===== config.mk =====
export PLATFORM = sky130hd
export DESIGN_NAME = tdm_frame_tx
export DESIGN_NICKNAME = d
export VERILOG_FILES = /design/src/rtl/tdm_pkg.sv /design/src/rtl/tdm_bit_counter.sv /design/src/rtl/tdm_slot_mux.sv /design/src/rtl/tdm_piso.sv /design/src/rtl/tdm_frame_tx.sv
export SDC_FILE = /design/constraint.sdc
export NUM_CORES = 1
export LEC_CHECK = 0
export BUFFER_PORTS_ARGS = -buffer_cell sky130_fd_sc_hd__buf_4
export CAP_MARGIN = 20
export CORE_AREA = 2 2 103 105
export DETAILED_ROUTE_END_ITERATION = 12
export DIE_AREA = 0 0 105 107
export GPL_ROUTABILITY_DRIVEN = 1
export PLACE_DENSITY_LB_ADDON = 0.08
export SLEW_MARGIN = 10
export SYNTH_ARGS = -nofsm -noshare
export SYNTH_HDL_FRONTEND = slang
export SYNTH_SLANG_ARGS = --single-unit

===== constraint.sdc =====
create_clock -name clk -period 3.2 [get_ports clk]
set_input_delay 0.8 -clock clk [delete_from_list [all_inputs] [get_ports clk]]
set_output_delay 0.8 -clock clk [all_outputs]
set_load 0.1 [all_outputs]

===== src/rtl/tdm_pkg.sv =====
// Package: tdm_pkg
// Shared defaults for the frame serializer and a helper that applies the
// all-zero byte substitution. Assumes byte widths of at least 2 bits.
package tdm_pkg;

    localparam int DEF_SLOTS  = 32;
    localparam int DEF_BYTE_W = 8;

    // Return the byte to transmit for a raw source byte under the enable.
    function automatic logic [DEF_BYTE_W-1:0] sub_zero_byte(
        input logic [DEF_BYTE_W-1:0] raw,
        input logic                  en
    );
        logic [DEF_BYTE_W-1:0] code;
        code = DEF_BYTE_W'(2);
        if (en && (raw == '0))
            return code;
        return raw;
    endfunction

endpackage


===== src/rtl/tdm_bit_counter.sv =====
// Module: tdm_bit_counter
// Free-running frame position counter. The low bits are the bit position
// inside a byte and the high bits are the timeslot. It also decodes the
// load strobe (last bit of a slot) and the frame end (last bit of a frame).
// Assumes SLOTS and BYTE_W are powers of two.
module tdm_bit_counter #(
    parameter int SLOTS  = 32,
    parameter int BYTE_W = 8
) (
    input  logic                              clk,
    input  logic                              rst_n,
    output logic [$clog2(SLOTS*BYTE_W)-1:0]   cnt,
    output logic [$clog2(SLOTS)-1:0]          slot,
    output logic [$clog2(BYTE_W)-1:0]         bitpos,
    output logic                              load_now,
    output logic                              frame_end
);
    localparam int CNT_W  = $clog2(SLOTS*BYTE_W);
    localparam int SLOT_W = $clog2(SLOTS);
    localparam int BIT_W  = $clog2(BYTE_W);
    localparam logic [CNT_W-1:0] CNT_MAX  = CNT_W'(SLOTS*BYTE_W - 1);
    localparam logic [BIT_W-1:0] BIT_LAST = BIT_W'(BYTE_W - 1);

    logic [CNT_W-1:0] cnt_q;

    // Advance the frame position once per clock, wrapping at the frame end.
    always_ff @(posedge clk) begin
        if (!rst_n)
            cnt_q <= '0;
        else if (cnt_q == CNT_MAX)
            cnt_q <= '0;
        else
            cnt_q <= cnt_q + CNT_W'(1);
    end

    // Split the count into slot and bit position and decode the strobes.
    always_comb begin
        cnt       = cnt_q;
        bitpos    = cnt_q[BIT_W-1:0];
        slot      = cnt_q[CNT_W-1 -: SLOT_W];
        load_now  = (cnt_q[BIT_W-1:0] == BIT_LAST);
        frame_end = (cnt_q == CNT_MAX);
    end

endmodule


===== src/rtl/tdm_slot_mux.sv =====
// Module: tdm_slot_mux
// Picks the source byte of the slot after the current one (wrapping to
// slot 0) and applies the optional all-zero substitution. Purely
// combinational; the caller decides when to use the result.
module tdm_slot_mux #(
    parameter int                SLOTS    = 32,
    parameter int                BYTE_W   = 8,
    parameter logic [BYTE_W-1:0] SUB_CODE = BYTE_W'(2)
) (
    input  logic [$clog2(SLOTS)-1:0]   slot_cur,
    input  logic [SLOTS*BYTE_W-1:0]    src_flat,
    input  logic                       zero_sub_en,
    output logic [$clog2(SLOTS)-1:0]   slot_nxt,
    output logic [BYTE_W-1:0]          raw_byte,
    output logic [BYTE_W-1:0]          tx_byte
);
    localparam int SLOT_W = $clog2(SLOTS);
    localparam logic [SLOT_W-1:0] SLOT_LAST = SLOT_W'(SLOTS - 1);

    logic [BYTE_W-1:0] src_arr [SLOTS];

    // Unpack the flat bus so that slot s sits in its own array element.
    for (genvar s = 0; s < SLOTS; s++) begin : g_unpack
        assign src_arr[s] = src_flat[s*BYTE_W +: BYTE_W];
    end

    // Work out the upcoming slot, modulo the slot count.
    always_comb begin
        if (slot_cur == SLOT_LAST)
            slot_nxt = '0;
        else
            slot_nxt = slot_cur + SLOT_W'(1);
    end

    // Select the upcoming slot's byte and substitute an all-zero byte.
    always_comb begin
        raw_byte = src_arr[slot_nxt];
        if (zero_sub_en && (raw_byte == '0))
            tx_byte = SUB_CODE;
        else
            tx_byte = raw_byte;
    end

endmodule


===== src/rtl/tdm_piso.sv =====
// Module: tdm_piso
// Parallel-in, serial-out register. A load takes in a whole byte; every
// other clock shifts left by one, filling with zero. The serial output is
// the most significant bit. Reset clears the register.
module tdm_piso #(
    parameter int BYTE_W = 8
) (
    input  logic              clk,
    input  logic              rst_n,
    input  logic              load,
    input  logic [BYTE_W-1:0] din,
    output logic [BYTE_W-1:0] shreg,
    output logic              sout
);
    logic [BYTE_W-1:0] sh_q;

    // Load a new byte at the slot boundary, otherwise shift one bit out.
    always_ff @(posedge clk) begin
        if (!rst_n)
            sh_q <= '0;
        else if (load)
            sh_q <= din;
        else
            sh_q <= {sh_q[BYTE_W-2:0], 1'b0};
    end

    // Expose the register and its leading bit.
    always_comb begin
        shreg = sh_q;
        sout  = sh_q[BYTE_W-1];
    end

endmodule


===== src/rtl/tdm_frame_tx.sv =====
// Module: tdm_frame_tx
// Top level of the TDM frame serializer. It ties together the frame
// counter, the next-slot byte selector and the shift register. The frame
// marker and slot number come straight from the counter register. Assumes
// src_bytes is stable around the load edge at the end of each slot.
module tdm_frame_tx #(
    parameter int                SLOTS    = tdm_pkg::DEF_SLOTS,
    parameter int                BYTE_W   = tdm_pkg::DEF_BYTE_W,
    parameter logic [BYTE_W-1:0] SUB_CODE = BYTE_W'(2)
) (
    input  logic                        clk,
    input  logic                        rst_n,
    input  logic                        zero_sub_en,
    input  logic [SLOTS*BYTE_W-1:0]     src_bytes,
    output logic                        ser_data,
    output logic                        frame_mark,
    output logic [$clog2(SLOTS)-1:0]    slot_num
);
    localparam int CNT_W  = $clog2(SLOTS*BYTE_W);
    localparam int SLOT_W = $clog2(SLOTS);
    localparam int BIT_W  = $clog2(BYTE_W);

    logic [CNT_W-1:0]  cnt;
    logic [SLOT_W-1:0] slot_cur;
    logic [SLOT_W-1:0] slot_nxt;
    logic [BIT_W-1:0]  bitpos;
    logic              load_now;
    logic              frame_end;
    logic [BYTE_W-1:0] raw_byte;
    logic [BYTE_W-1:0] tx_byte;
    logic [BYTE_W-1:0] shreg;
    logic              sout;

    tdm_bit_counter #(
        .SLOTS  (SLOTS),
        .BYTE_W (BYTE_W)
    ) u_cnt (
        .clk       (clk),
        .rst_n     (rst_n),
        .cnt       (cnt),
        .slot      (slot_cur),
        .bitpos    (bitpos),
        .load_now  (load_now),
        .frame_end (frame_end)
    );

    tdm_slot_mux #(
        .SLOTS    (SLOTS),
        .BYTE_W   (BYTE_W),
        .SUB_CODE (SUB_CODE)
    ) u_mux (
        .slot_cur    (slot_cur),
        .src_flat    (src_bytes),
        .zero_sub_en (zero_sub_en),
        .slot_nxt    (slot_nxt),
        .raw_byte    (raw_byte),
        .tx_byte     (tx_byte)
    );

    tdm_piso #(
        .BYTE_W (BYTE_W)
    ) u_piso (
        .clk   (clk),
        .rst_n (rst_n),
        .load  (load_now),
        .din   (tx_byte),
        .shreg (shreg),
        .sout  (sout)
    );

    // Drive the outputs from the counter decode and the shift register.
    always_comb begin
        ser_data   = sout;
        frame_mark = frame_end;
        slot_num   = slot_cur;
    end

endmodule


# After elaboration in Yosys (flattened, before gate mapping)

Cells that the tools add are included.

Bits in registers: 16
Bits in latches: 0
Memory bits (writable): 0
Memory bits (read-only): 0
Input port bits: 259
Logic and storage cells: 22
Memories kept: 0

Add/subtract/negate cells: 2
Multiply operators: 0
Divide/modulo/power cells: 0
Order comparisons: 1
Equal/unequal tests: 3
Shift-type cells: 0
Muxes and demuxes: 6
Bitwise logic cells: 3
Reductions and logical operators: 4

Operators by type and width:

| kind                | number |
|---|---|
| $bmux 8 s5          | 1 |
| $mux 8              | 4 |
| $add 8x1->8 const B | 1 |
| $eq 8x8->1 const B  | 1 |
| $logic_not 8->1     | 1 |
| $ge 6x6->1 const B  | 1 |
| $not 5->6           | 1 |
| $add 5x1->5 const B | 1 |
| $eq 5x5->1 const B  | 1 |
| $mux 5              | 1 |
| $eq 3x3->1 const B  | 1 |
| $reduce_or 3->1     | 1 |
| $not 1->1           | 2 |
| $reduce_or 2->1     | 1 |
| $logic_and 1x1->1   | 1 |

# Depth between registers and ports, before layout

Gate-level depths: netlist of the first run.

Depth in word-level cells: 10
Depth in mapped cells: 15

# Modules after synthesis

From an unflattened synthesis of the first run, not the netlist that was laid out.

Cells, all modules: 376
Area total of the unflattened synthesis: 3229.3 um2

By module, submodules not included:

| module          | times used | cells an instance | area an instance (um2) | sequential area each (um2) |
|---|---|---|---|---|
| tdm_slot_mux    | 1          | 303               | 2528.7                 | 0.0 |
| tdm_bit_counter | 1          | 48                | 400.4                  | 160.2 |
| tdm_piso        | 1          | 25                | 300.3                  | 160.2 |

# Worst setup path after synthesis of the first run

Ideal clock, no wire load.

Kind: register -> register
From: reg u_cnt.cnt_q[4], in the netlist u_cnt.cnt[4]
To: reg u_piso.sh_q[1], in the netlist u_piso.shreg[1]
Library setup time: 0.096 ns
Data arrival time: 3.587 ns
Data required time: 3.104 ns
Setup slack: -0.482 ns
Stages on the path, launching flop included: 11
Cells stage by stage: dfxtp_1 -> ha_1 -> nand3_1 -> inv_1 -> ha_1 -> or2_0 -> buf_2 -> mux4_1 -> mux2_2 -> mux4_2 -> o41ai_2

Longest elaborated chain between the ends: 10
Elaborated cells on any way between the ends: 11
Classes of those cells: add/sub: 1; eq/ne: 1; mux: 6; bitwise: 1; reduce/logical: 2

Ends and longest elaborated chain:

| element                                          | RTL line                               | RTL |
|---|---|---|
| start, declared                                  | tdm_bit_counter.sv:24                  | `logic [CNT_W-1:0] cnt_q;` |
| start signal, assigned                           | tdm_bit_counter.sv:33                  | `cnt_q <= cnt_q + CNT_W'(1);` |
| $add 5x1->5 / $eq 5x5->1 (equally long branches) | tdm_slot_mux.sv:32, tdm_slot_mux.sv:29 |  |
| $mux 5 *                                         | tdm_slot_mux.sv:29                     | `if (slot_cur == SLOT_LAST)` |
| $not 5->6 (not written as such) *                | tdm_slot_mux.sv:37                     | `raw_byte = src_arr[slot_nxt];` |
| $bmux 8 s5 *                                     | tdm_slot_mux.sv:37                     |  |
| $mux 8 (not written as such) * (2 in a row)      | tdm_slot_mux.sv:37                     |  |
| $logic_not 8->1                                  | tdm_slot_mux.sv:38                     | `if (zero_sub_en && (raw_byte == '0))` |
| $logic_and 1x1->1                                | tdm_slot_mux.sv:38                     |  |
| $mux 8 *                                         | tdm_slot_mux.sv:38                     |  |
| $mux 8 *                                         | tdm_piso.sv:21                         | `else if (load)` |
| end signal, assigned                             | tdm_piso.sv:22                         | `sh_q <= din;` |
| end signal, assigned                             | tdm_piso.sv:24                         | `sh_q <= {sh_q[BYTE_W-2:0], 1'b0};` |
| end, declared                                    | tdm_piso.sv:15                         | `logic [BYTE_W-1:0] sh_q;` |

Mark *: on every way between the ends. The rest lies on a longest branch, timed or not. The select of a mux whose other input is x is not followed.
A chain may end at the register's enable or synchronous reset.

# Worst setup path after layout of the first run

From: reg u_cnt.cnt_q[3], in the netlist u_cnt.cnt[3]
To: reg u_piso.sh_q[1], in the netlist u_piso.shreg[1]

The elaborated chain is that of the path after synthesis.

==> out/results.tsv, run 1 <==
stage	metric	value	unit
worst_setup_path	crit_path_start_kind	register	
timing	setup_viol	0	
grt	grt_pass1_vias	4368	
synth	syn_nets	657	
grt	antenna_found_initial	0	
timing	period_needed	3034	ps
timing	hold_viol	0	
synth	synth-seq-area-share	10.46	%
synth	synth_area_leaders	mux2i_1, mux4_2, dfxtp_1, nand2_1, mux4_1	
run_status	outcome	completed	
clock_network	cts_sinks	16	
grt	use_met1	30.45	%
synth	ys.flop_type	dfxtp_1	
pwr	power.leakage	2.427	nW
finish	multiInputGateArea	0.002564	mm2
synth	synth_area	0.003062	mm2
grt	grt_use_met3	4.255	%
timing	maxSlewViolCount	0	
timing	fin_setup_tns	0	ps
pwr	ir_drop	0.0001051	V
die	rows	37	
pwr	power	0.7288	mW
synth	ys_seq_elements	16	
timing	clock.fmax	329.6	MHz
grt	overflow	0	
detailed_routing	routed_wl	14.53	mm
clock_network	clock_latency	250	ps
die	die_h	107	um
die	io_pins	266	
die	start_util	30.34	%
grt	grt_use_met2	45.59	%
worst_setup_path	arrival	3190	ps
clock_network	clock_path_buffers	2	
synth	synth.distinct_cells	52	
finish	instances_no_fill	786	
synth	synth-warning-count	0	
finish	seqCellArea	334.1	um2
clock_network	cts_tree	done	
clock_network	hold_buffers	0	
run	drv_cap	0	
grt	grt_first_pass_wirelength	22.31	mm
detailed_routing	via_count	4185	
detailed_routing	drt_iter0_drc	192	
synth	synth.top_cell.area_share	14.06	%
pwr	power.density	137.2	mW/mm2
clock_network	cts_buffers	3	
detailed_routing	ant_nets	0	
timing	max_slew.worst_pin.slew	585.2	ps
die	die_area	0.01124	mm2
placement	dp_cells	782	
finish	final_cell_mix	buf_4, nand2_1, mux2i_1, a21oi_1, mux4_2	
worst_setup_path	worstSetupPathType	register to register	
worst_setup_path	crit_required	3360	ps
timing	skew	5.602	ps
detailed_routing	dr.pass1.iters	4	
synth	synth_cells	394	
timing	rsz0062_at_grt	no	
detailed_routing	routed_via_density	5.324	
grt	grt_max_degree	58	
die	core	0.01009	mm2
placement	portBuffers	265	
grt	grt_util_all_layers	24.81	%
worst_setup_path	critPathMaxFanout	14	
finish	area_delta_synth_final	73.56	%
clock_network	clk_pin_slew	70	ps
finish	fillers	1008	
min_path	hp-class	register to register	
finish	final_common_cell	buf_4	
clock_network	clockRootBuffer	clkbuf_8	
clock_network	cts-htree-levels	1	
timing	setup_ws	166.0	ps
synth	avgSynthCellArea	7.771	um2
synth	synth_top_area_cell	mux2i_1	
worst_setup_path	worstSetupEndpointType	register	
finish	nets	914	
detailed_routing	drc	0	
grt	grt.busiest_layer	met2	
timing	slew_headroom	59.98	%
synth	synthArstFlopShare	0	%
placement	hpwl	11.88	mm
die	die_x	105	um
placement	post-place-ws	104.2	ps
finish	drive_above_1_share	51.23	%
placement	gp_congestion	0.8814	
timing	finalCritPeriodShare	94.81	%
finish	n_antenna_cell	0	
detailed_routing	wl_per_cell	18.49	um
synth	synth_edf_count	0	
where the power goes:
group	switching [mW]	internal [mW]	total [mW]
clock	0.0717	0.0852	0.157
combinational	0.106	0.262	0.368
sequential	0.00327	0.200	0.204
total	0.181	0.548	0.729
flip-flops by register name (all words and copies together) (netlist names):
signal / count
u_cnt.cnt: 8
u_piso.shreg: 8
worst paths after layout:
kind                               from  slack (ps)                         end  cells past startpoint
max             u_cnt.cnt[3]$_SDFF_PP0_         170  u_piso.shreg[1]$_SDFF_PN0_                     13
min          u_piso.shreg[2]$_SDFF_PN0_         460  u_piso.shreg[3]$_SDFF_PN0_                      1
max reg2reg     u_cnt.cnt[3]$_SDFF_PP0_         170  u_piso.shreg[1]$_SDFF_PN0_                     13
min reg2reg  u_piso.shreg[2]$_SDFF_PN0_         460  u_piso.shreg[3]$_SDFF_PN0_                      1
layout make-up:
| class | instances | share of cell area, % |
|---|---|---|
| timing repair buffer | 288 | 41.06 |
| clock buffer | 3 | 0.7770 |
| inverter | 5 | 0.3532 |
| sequential | 16 | 6.287 |
| multi-input combinational | 337 | 48.25 |
| clock inverter | 1 | 0.07064 |
| tap | 136 | 3.202 |
synthesized netlist by cell type, types with 4 or more instances:
master and number:
mux4_2 18, and2_1 4, nand2_1 85, mux2_2 7
a2111oi_0 5, nor2b_1 9, o21ai_0 10, buf_1 4
a31oi_1 9, inv_1 5, clkbuf_1 14, dfxtp_1 16
and3_1 9, mux2i_1 43, nand3_1 14, a211oi_1 9
o211a_1 4, buf_2 13, mux4_1 4, o221ai_1 4
xor2_1 5, o22ai_1 9, nand4_1 8, ha_1 4
nor3_1 4, nor4_1 5, a21oi_1 20, nor2_1 16
cell families (layout without fill, tap and decap cells):
group                      Yosys count  in the layout  synth area share (%)
and+or+nand+nor                    160            160                 23.74
AOI/OAI and AO/OA                   91             91                 20.76
muxes                               73             73                 34.04
buffers and inverters               41            297                 6.538
DFF                                 16             16                 10.46
xor gates and xnor gates             9              9                 2.820
adders and majority gates            4              4                 1.635
per-layer routing:
metal  part of all wire (%)  vias to the layer above
met5                      0                        -
met4                    1.8                        0
met3                    7.7                       22
met2                     51                      193
met1                     40                     1965
li1                       -                     2005
per-stage QoR:
stage               util, %  hold slack (ps)  area [um2]
floorplan                 -            430.0        3075
global placement      52.08            440.6        5256
detailed placement    52.08            446.7        5256
CTS                   52.53            461.1        5301
global route          52.65            467.7        5314
finish                52.65            456.5        5314
repair_timing:
action / 4_1_cts / 5_1_grt
setup buffers: 0 / 0
resized for setup: 0 / 5
endpoints found under the setup margin: 0 / 3
critical path, stage by stage (launching register included):
cell and delay (ps):
dfxtp_4 350, ha_1 200, nand3_1 120, inv_1 50, ha_1 180, buf_4 190
nor2_1 120, buf_4 210, mux2_2 370, a32o_1 200, o31a_1 300, a211oi_1 310
nand2_1 130, o41ai_2 200
(Power assumes the default switching activity.)
==> run 2, diff against run 1 <==
Settings changed: CORE_AREA 2 2 103 105 to 2 2 104 106, DIE_AREA 0 0 105 107 to 0 0 106 108.
Clock period 3.2 ns to 2.7 ns, I/O delays scaled along.
==> run 2 against run 1 <==
Compared with the run above:
- the run now ends with negative setup slack left
- wire length up 9.2%
- worst setup slack got worse by 170 ps
- global-route usage up 1.4 points
- cell count is 4.5% higher
- count of clock-buffer cells in the layout rose by 1
- first-iteration DRC count fell by 7.8%
- combinational power rose by 26%
- clock power up 36%
- largest power group unchanged
==> out/results.tsv, run 2 (same netlist as run 1, synthesis figures left out) <==
stage	metric	value	unit	change
clock_network	clockRootBuffer	clkbuf_8		
detailed_routing	routed_via_density	5.289		-0.67%
placement	portBuffers	265		unchanged
pwr	power.leakage	2.622	nW	+8.0%
clock_network	cts-htree-levels	1		unchanged
finish	area_delta_synth_final	89.82	%	
worst_setup_path	critPathMaxFanout	6		-8
finish	drive_above_1_share	57.08	%	+5.8 points
clock_network	cts_tree	done		
timing	max_slew.worst_pin.slew	529.4	ps	-55.77 ps
timing	fin_setup_tns	-6.256	ps	-6.256 ps
worst_setup_path	worstSetupEndpointType	register		
timing	rsz0062_at_grt	yes		
detailed_routing	via_count	4342		+3.8%
detailed_routing	routed_wl	15.88	mm	+9.2%
grt	grt_max_degree	39		-33%
run_status	outcome	finished, violations left		
timing	clock.fmax	369.5	MHz	+12%
min_path	hp-class	register to register		
die	die_x	106	um	+0.95%
timing	maxSlewViolCount	0		unchanged
worst_setup_path	worstSetupPathType	register to register		
placement	gp_congestion	0.8479		-3.8%
detailed_routing	ant_nets	0		unchanged
finish	instances_no_fill	821		+4.5%
worst_setup_path	crit_path_start_kind	register		
detailed_routing	wl_per_cell	19.34	um	+4.6%
grt	grt_pass1_vias	4441		+1.7%
grt	grt_util_all_layers	26.21	%	+1.4 points
clock_network	cts_sinks	16		unchanged
run_status	violations	negative setup slack		
timing	slew_headroom	64.70	%	+4.7 points
finish	seqCellArea	336.6	um2	+0.75%
die	die_h	108	um	+0.93%
clock_network	clk_pin_slew	70	ps	about the same
timing	setup_viol	1		+1
die	io_pins	266		unchanged
grt	grt_first_pass_wirelength	23.83	mm	+6.8%
grt	overflow	0		unchanged
timing	period_needed	2706	ps	-327.8 ps
die	core	0.01023	mm2	+1.4%
finish	multiInputGateArea	0.002725	mm2	+6.3%
timing	skew	1.089	ps	-4.513 ps
timing	hold_viol	0		unchanged
worst_setup_path	arrival	2860	ps	-330 ps
timing	finalCritPeriodShare	100.2	%	+5.4 points
placement	hpwl	13.16	mm	+11%
finish	final_cell_mix	buf_4, nand2_1, mux2i_1, mux4_2, a21oi_1		
clock_network	clock_latency	250	ps	about the same
pwr	power	0.9180	mW	+26%
run	drv_cap	0		unchanged
die	die_area	0.01145	mm2	+1.9%
die	rows	37		unchanged
die	start_util	29.93	%	-0.41 points
worst_setup_path	crit_required	2850	ps	-510 ps
finish	final_common_cell	buf_4		
detailed_routing	drt_iter0_drc	177		-7.8%
pwr	power.density	157.9	mW/mm2	+15%
detailed_routing	dr.pass1.iters	4		unchanged
timing	setup_ws	-6.256	ps	-172.2 ps
clock_network	clock_path_buffers	2		unchanged
pwr	ir_drop	0.0002047	V	+95%
finish	fillers	966		-4.2%
clock_network	cts_buffers	3		unchanged
detailed_routing	drc	0		unchanged
finish	n_antenna_cell	0		unchanged
finish	nets	949		+3.8%
placement	dp_cells	814		+4.1%
grt	antenna_found_initial	0		unchanged
## run 2: cell count changes in the layout (fill, tap and decap cells not counted), sizes merged
cell | previous run | this run
buf | 288 | 323
clkinv | 1 | 0
clkbuf | 3 | 4
## run 2: final timing paths
check        depth (start not counted)                    endpoint                       start  slack [ps]
max                                  9  u_piso.shreg[1]$_SDFF_PN0_     u_cnt.cnt[3]$_SDFF_PP0_          -6
min                                  1  u_piso.shreg[4]$_SDFF_PN0_  u_piso.shreg[3]$_SDFF_PN0_         470
max reg2reg                          9  u_piso.shreg[1]$_SDFF_PN0_     u_cnt.cnt[3]$_SDFF_PP0_          -6
min reg2reg                          1  u_piso.shreg[4]$_SDFF_PN0_  u_piso.shreg[3]$_SDFF_PN0_         470
## run 2: stage by stage
step / util, % / hold WS, ps / worst slack [ps] / cell area [um2]
3_5_place_dp: 54.30 / 462.6 / -329.5 / 5555
5_1_grt: 56.81 / 483.5 / -117.7 / 5812
2_1_floorplan: - / 430.0 / -121.2 / 3117
6_report: 56.81 / 470.9 / -6.256 / 5812
4_1_cts: 55.55 / 471.2 / -33.07 / 5683
3_3_place_gp: 54.30 / 441.9 / -278.6 / 5555
## run 2: what timing repair did
| item | 4_1_cts | 5_1_grt |
|---|---|---|
| pin swaps | 8 | 3 |
| gates resized for setup | 19 | 20 |
| setup endpoints to repair | 6 | 6 |
| buffers inserted | 2 | 2 |
| hold buffers | 0 | 0 |
## run 2: report_power, final
part | switching (mW) | internal, mW | leakage (nW) | total [mW]
clock network | 0.0840 | 0.129 | 0.0288 | 0.213
logic | 0.140 | 0.324 | 2.46 | 0.464
registers | 0.00433 | 0.237 | 0.133 | 0.241
total | 0.228 | 0.690 | 2.62 | 0.918
## run 2: layout make-up
type	count	area share, %
well taps	136	2.928
clock buffers	4	0.9473
repair buffers	323	43.12
flip-flops and latches	16	5.791
inverters	5	0.3229
multi-input cells	337	46.89
## run 2: metal layers
metal	vias to the layer above	global-route usage, %	wire [um]
met5	-	0	0
met4	0	3.759	199
met3	16	4.219	1130
met2	178	47.14	8138
met1	2080	33.90	6408
li1	2068	-	-
## run 2: critical path, stage by stage, from the launching register on
cell and delay (ps):
dfxtp_4 360, ha_4 160, nand3_4 50, inv_2 40
ha_4 170, or2_4 300, mux4_2 440, mux2_2 270
mux4_2 520, o41ai_2 290
